**src/rtl/lf_rtc_pkg.sv**
```systemverilog
package lf_rtc_pkg;
    typedef enum logic [0:0] {
        ST_IDLE = 1'b0,
        ST_RUN  = 1'b1
    } run_state_e;
endpackage

```
**src/rtl/lf_rtc_ctrl.sv**
```systemverilog
module lf_rtc_ctrl
    import lf_rtc_pkg::*;
(
    input  logic clk,
    input  logic rst_n,
    input  logic start_i,
    input  logic stop_i,
    input  logic enable_i,
    input  logic dbg_halt_i,
    input  logic dbg_run_i,
    output logic running_o,
    output logic active_o
);
    run_state_e state_q, state_d;

    always_ff @(posedge clk or negedge rst_n) begin
        if (!rst_n) state_q <= ST_IDLE;
        else        state_q <= state_d;
    end

    always_comb begin
        state_d = state_q;
        unique case (state_q)
            ST_IDLE: if (start_i && !stop_i) state_d = ST_RUN;
            ST_RUN:  if (stop_i)             state_d = ST_IDLE;
            default: state_d = ST_IDLE;
        endcase
    end

    always_comb begin
        running_o = (state_q == ST_RUN);
        active_o  = running_o && enable_i && !(dbg_halt_i && !dbg_run_i);
    end
endmodule

```
**src/rtl/lf_rtc_precnt.sv**
```systemverilog
module lf_rtc_precnt #(
    parameter int W = 15
) (
    input  logic         clk,
    input  logic         rst_n,
    input  logic         active_i,
    input  logic         wr_i,
    input  logic [W-1:0] wdata_i,
    input  logic         top_en_i,
    input  logic [W-1:0] top_i,
    output logic [W-1:0] cnt_o,
    output logic         match_o
);
    logic [W-1:0] cnt_q;

    assign match_o = (cnt_q == top_i);
    assign cnt_o   = cnt_q;

    always_ff @(posedge clk or negedge rst_n) begin
        if (!rst_n)                  cnt_q <= '0;
        else if (wr_i)               cnt_q <= wdata_i;
        else if (active_i) begin
            if (top_en_i && match_o) cnt_q <= '0;
            else                     cnt_q <= cnt_q + 1'b1;
        end
    end
endmodule

```
**src/rtl/lf_rtc_maincnt.sv**
```systemverilog
module lf_rtc_maincnt #(
    parameter int PRE_W  = 15,
    parameter int MAIN_W = 32,
    parameter int SEL_W  = 4
) (
    input  logic              clk,
    input  logic              rst_n,
    input  logic              active_i,
    input  logic [PRE_W-1:0]  pre_cnt_i,
    input  logic              pre_match_i,
    input  logic              tick_mode_i,
    input  logic [SEL_W-1:0]  psc_sel_i,
    input  logic              top_en_i,
    input  logic [MAIN_W-1:0] top_i,
    input  logic              wr_i,
    input  logic [MAIN_W-1:0] wdata_i,
    output logic [MAIN_W-1:0] cnt_o,
    output logic              tick_o,
    output logic              ovf_o
);
    logic [PRE_W-1:0]  psc_mask;
    logic [MAIN_W-1:0] cnt_q;
    logic              div_hit, adv, wrap;

    for (genvar g = 0; g < PRE_W; g++) begin : g_mask
        assign psc_mask[g] = (32'(psc_sel_i) > 32'(g));
    end

    assign div_hit = ((pre_cnt_i & psc_mask) == psc_mask);
    assign adv     = active_i && (tick_mode_i ? pre_match_i : div_hit);
    assign wrap    = (top_en_i && (cnt_q == top_i)) || (&cnt_q);
    assign cnt_o   = cnt_q;

    always_ff @(posedge clk or negedge rst_n) begin
        if (!rst_n) begin
            cnt_q  <= '0;
            tick_o <= 1'b0;
            ovf_o  <= 1'b0;
        end else begin
            tick_o <= adv && !wr_i;
            ovf_o  <= adv && !wr_i && wrap;
            if (wr_i)     cnt_q <= wdata_i;
            else if (adv) cnt_q <= wrap ? '0 : cnt_q + 1'b1;
        end
    end
endmodule

```
**src/rtl/lf_rtc_counter.sv**
```systemverilog
module lf_rtc_counter #(
    parameter int PRE_W   = 15,
    parameter int MAIN_W  = 32,
    parameter int SEL_W   = 4,
    parameter int COMBO_W = 32
) (
    input  logic               clk,
    input  logic               rst_n,
    input  logic               start_i,
    input  logic               stop_i,
    input  logic               enable_i,
    input  logic               dbg_halt_i,
    input  logic               dbg_run_i,
    input  logic               tick_mode_i,
    input  logic [SEL_W-1:0]   psc_sel_i,
    input  logic               pre_top_en_i,
    input  logic               main_top_en_i,
    input  logic [PRE_W-1:0]   cmp0_i,
    input  logic [MAIN_W-1:0]  cmp1_i,
    input  logic               pre_wr_i,
    input  logic [PRE_W-1:0]   pre_wdata_i,
    input  logic               main_wr_i,
    input  logic [MAIN_W-1:0]  main_wdata_i,
    output logic [PRE_W-1:0]   pre_cnt_o,
    output logic [MAIN_W-1:0]  main_cnt_o,
    output logic [COMBO_W-1:0] combo_o,
    output logic               running_o,
    output logic               tick_o,
    output logic               ovf_o
);
    localparam int LOW_W = COMBO_W - PRE_W;

    logic active, pre_match;

    lf_rtc_ctrl u_ctrl (
        .clk(clk), .rst_n(rst_n), .start_i(start_i), .stop_i(stop_i),
        .enable_i(enable_i), .dbg_halt_i(dbg_halt_i), .dbg_run_i(dbg_run_i),
        .running_o(running_o), .active_o(active)
    );

    lf_rtc_precnt #(.W(PRE_W)) u_pre (
        .clk(clk), .rst_n(rst_n), .active_i(active), .wr_i(pre_wr_i),
        .wdata_i(pre_wdata_i), .top_en_i(pre_top_en_i), .top_i(cmp0_i),
        .cnt_o(pre_cnt_o), .match_o(pre_match)
    );

    lf_rtc_maincnt #(.PRE_W(PRE_W), .MAIN_W(MAIN_W), .SEL_W(SEL_W)) u_main (
        .clk(clk), .rst_n(rst_n), .active_i(active), .pre_cnt_i(pre_cnt_o),
        .pre_match_i(pre_match), .tick_mode_i(tick_mode_i), .psc_sel_i(psc_sel_i),
        .top_en_i(main_top_en_i), .top_i(cmp1_i), .wr_i(main_wr_i),
        .wdata_i(main_wdata_i), .cnt_o(main_cnt_o), .tick_o(tick_o), .ovf_o(ovf_o)
    );

    assign combo_o = {main_cnt_o[LOW_W-1:0], pre_cnt_o};
endmodule

```
**config.mk**
```make
export PLATFORM = sky130hd
export DESIGN_NAME = lf_rtc_counter
export DESIGN_NICKNAME = d
export VERILOG_FILES = /design/src/rtl/lf_rtc_pkg.sv /design/src/rtl/lf_rtc_ctrl.sv /design/src/rtl/lf_rtc_precnt.sv /design/src/rtl/lf_rtc_maincnt.sv /design/src/rtl/lf_rtc_counter.sv
export SDC_FILE = /design/constraint.sdc
export NUM_CORES = 1
export LEC_CHECK = 0
export BUFFER_PORTS_ARGS = -buffer_cell sky130_fd_sc_hd__buf_2
export CORE_ASPECT_RATIO = 0.9
export CORE_UTILIZATION = 50
export DETAILED_ROUTE_END_ITERATION = 6
export PLACE_DENSITY = 0.85
export SETUP_SLACK_MARGIN = 0.1
export SYNTH_ARGS = -nofsm -noshare
export SYNTH_HDL_FRONTEND = slang
export SYNTH_SLANG_ARGS = --single-unit
export TNS_END_PERCENT = 1
```
**constraint.sdc**
```tcl
create_clock -name clk -period 6.3 [get_ports clk]
set_input_delay 0.63 -clock clk [delete_from_list [all_inputs] [get_ports clk]]
set_output_delay 0.63 -clock clk [all_outputs]
set_load 0.01 [all_outputs]
```
==> reports/qor.csv <==
metric;value;unit
num rows;31;
Pwr per Cell Area;190;nW/um^2
setup violators final;0;
fraction of final layout cells with drive strength greater than 1;0.315;
effective utilization at floorplan;0.516;
hold violation total from the final report;0;
number of port buffers;191;
setup repair after global routing missed its margin;no;
most used standard cell by instance count after synthesis;sky130_fd_sc_hd__dfrtp_1;
average wire per standard cell;18.1;um
number of design-rule violations left by the first detailed-router iteration;410;
dominant cells by area after synthesis;sky130_fd_sc_hd__dfrtp_1 30%, sky130_fd_sc_hd__xor2_1 9.1%, sky130_fd_sc_hd__buf_4 6.2%, sky130_fd_sc_hd__o21ai_0 4.6%, sky130_fd_sc_hd__nor2_1 4.2%;
portion of total power attributed to combinational logic;0.308;
total number of H-tree levels;2;
Layout Utilization;0.624;
synthesis-to-layout area growth;20.8;%
residual antenna-violating net count after detailed routing;0;
antenna violations before repair;0;
flop and latch count out of synthesis;50;
syn_nets;626;
Critical Path RT;6.49;ns
Routed WL;13700;um
setup tns final;0;ns
die boundary width;98.0;um
number of global-route vias before repair;4284;
global-route wire length before repair;21500;um
total number of yosys warnings;0;
crit share post-route;0.560;
ys async rst share;1.00;
placer's final routability congestion estimate;0.959;
DRC violations left;11;
arrival time of data at the critical path endpoint;3.72;ns
worst clock skew on the final layout;0.00781;ns
startpoint type of the worst setup path;register;
register area share after synthesis;0.302;
buffers from clock root to sink, at most;2;
time the final worst path needs with I/O delays and setup;3.53;ns
actual slew at the worst max-slew pin;1.24;ns
overall fraction of global-route tracks in use;0.313;
area of the multi-input gates;2500;sq um
cts bufs inserted;5;
Leakage Power;0.00218;uW
dpl hpwl;10100;um
Syn Std Cell Area;4140;sq um
distinct cell type count after synthesis;54;
library cell used as clock root buffer;sky130_fd_sc_hd__clkbuf_8;
Syn Area/Cell;8.06;sq um
failing checks;design-rule violations;
height of the chip;88.4;um
detailed-route vias per instance;6.27;
fraction of synthesized cell area taken by the top area cell type;0.302;
clock insertion delay at the later pin of the skew report;0.31;ns
Worst IR Drop VDD;0.129;mV
count of mapped cells out of synthesis;514;
Setup Crit Path Kind;register to register;
clock network fraction of design power;0.246;
top flip-flop cell by instance count after synthesis;sky130_fd_sc_hd__dfrtp_1;
sequential share of power;0.447;
cell taking the most area after synthesis;sky130_fd_sc_hd__dfrtp_1;
quantity of gates resized following cts;0;
layout filler cell count;741;
worst slew margin relative to its limit;0.164;
number of I/O pins;192;
total overflow reported by the global router;0;
worst slack on hold paths;0.433;ns
clock tree from TritonCTS;yes;
Clock transition at path regs;0.10;ns
number of buffers inserted by post-CTS setup repair;0;
Post-synth EDFFs;0;
CORE AREA;8030;sq um
Sequential Area;1250;sq um
hold buffers post-CTS;0;
switching power summed over all nets;350;uW
Critical Path End Type;register;
highest net fanout along the worst path;27;
outcome;finished, violations left;
count of antenna diodes in the layout;0;
Final Max Tran Viols;0;
number of search-and-repair iterations in the first detailed-routing pass;7;
Internal Dissipation;603;uW
Max Cap Viol;0;
largest net degree at the start of global routing;51;
number of sinks driven by the clock tree;50;
share of total power consumed by net switching;0.367;
Vias;4748;
number of nets in the layout;769;
leading post-synthesis cells by instance count;50 x sky130_fd_sc_hd__dfrtp_1, 46 x sky130_fd_sc_hd__nor2_1, 43 x sky130_fd_sc_hd__xor2_1;
path class of the lowest-slack min-delay path;primary input to async pin;
FMAX;0.283;GHz
Die Area;8660;sq um
-- area by class of cell --
class	count	area share
multi-input combinational	397	0.500
sequential	50	0.250
timing repair buffer	195	0.197
tap	99	0.0247
clock buffer	6	0.0145
clock inverter	2	0.00750
inverter	8	0.00600
-- registers in the layout, indices dropped and copies added (netlist names) --
register,cells
u_main.tick_o,1
u_main.cnt_o,32
u_main.ovf_o,1
u_ctrl.running_o,1
u_pre.cnt_o,15
-- final timing paths --
path,from,to,slack (ns),cells after the start
min in group clk,stop_i,u_ctrl.running_o,0.46,2
hold / removal,rst_n,u_main.cnt_o[10],0.43,2
max in group asynchronous,rst_n,u_main.cnt_o[30],5.42,2
setup / recovery,u_main.cnt_o[0],u_main.cnt_o[3],2.77,8
setup reg to reg,u_main.cnt_o[0],u_main.cnt_o[3],2.77,8
hold reg to reg,u_ctrl.running_o,u_ctrl.running_o,0.54,2
-- per-stage QoR --
stage | instances | total power (uW) | setup WS [ns] | cell area, sq um
2_1_floorplan | 514 | 603 | 3.91 | 4140
3_3_place_gp | 749 | 711 | 3.10 | 4900
3_5_place_dp | 749 | 719 | 2.90 | 4900
4_1_cts | 757 | 951 | 2.88 | 5010
5_1_grt | 757 | 1000 | 2.49 | 5010
6_report | 757 | 953 | 2.77 | 5010
-- worst max-delay path, stage by stage, from the launching register on --
cell and delay [ns]:
sky130_fd_sc_hd__dfrtp_1 0.46, sky130_fd_sc_hd__ha_1 0.22, sky130_fd_sc_hd__nand3_1 0.17, sky130_fd_sc_hd__nor2_1 0.32, sky130_fd_sc_hd__nand3_1 0.24, sky130_fd_sc_hd__nor3_2 0.97, sky130_fd_sc_hd__nor2_2 0.51, sky130_fd_sc_hd__a32oi_1 0.39
sky130_fd_sc_hd__o21ai_1 0.11
-- power by group through the flow --
stage	Combinational (uW)	Clock (uW)	Sequential [uW]
2_1_floorplan	179	0	424
3_3_place_gp	284	0	426
4_1_cts	291	236	423
5_1_grt	320	252	432
6_report	293	234	426
3_5_place_dp	290	0	430
-- per-layer routing --
| metal | vias up | GRT usage | routed length, um |
|---|---|---|---|
| met1 | 2226 | 0.424 | 5610 |
| met3 | 57 | 0.0490 | 1330 |
| met2 | 305 | 0.506 | 6270 |
| met5 | - | 0 | 0 |
| met4 | 0 | 0.124 | 482 |
| li1 | 2160 | - | - |
-- logic make-up after synthesis --
kind of cell,count (synthesis),share of synthesized area
buffers and inverters,67,0.0954
AOI/OAI and AO/OA,130,0.214
DFF,50,0.302
adders and majority gates,2,0.00604
xor gates and xnor gates,54,0.114
and+or+nand+nor,211,0.269
-- placed cells by master, fill, tap and decap left out, types with 12 or more instances in the layout --
master	n
sky130_fd_sc_hd__a21oi_1	12
sky130_fd_sc_hd__a2bb2oi_1	17
sky130_fd_sc_hd__a31oi_1	17
sky130_fd_sc_hd__buf_2	191
sky130_fd_sc_hd__dfrtp_1	50
sky130_fd_sc_hd__nand2_1	39
sky130_fd_sc_hd__nand3_1	24
sky130_fd_sc_hd__nand4_1	14
sky130_fd_sc_hd__nor2_1	46
sky130_fd_sc_hd__nor3_1	26
sky130_fd_sc_hd__nor4_1	17
sky130_fd_sc_hd__o21ai_0	38
sky130_fd_sc_hd__xor2_1	43
Power figures use the tool's default switching activity.
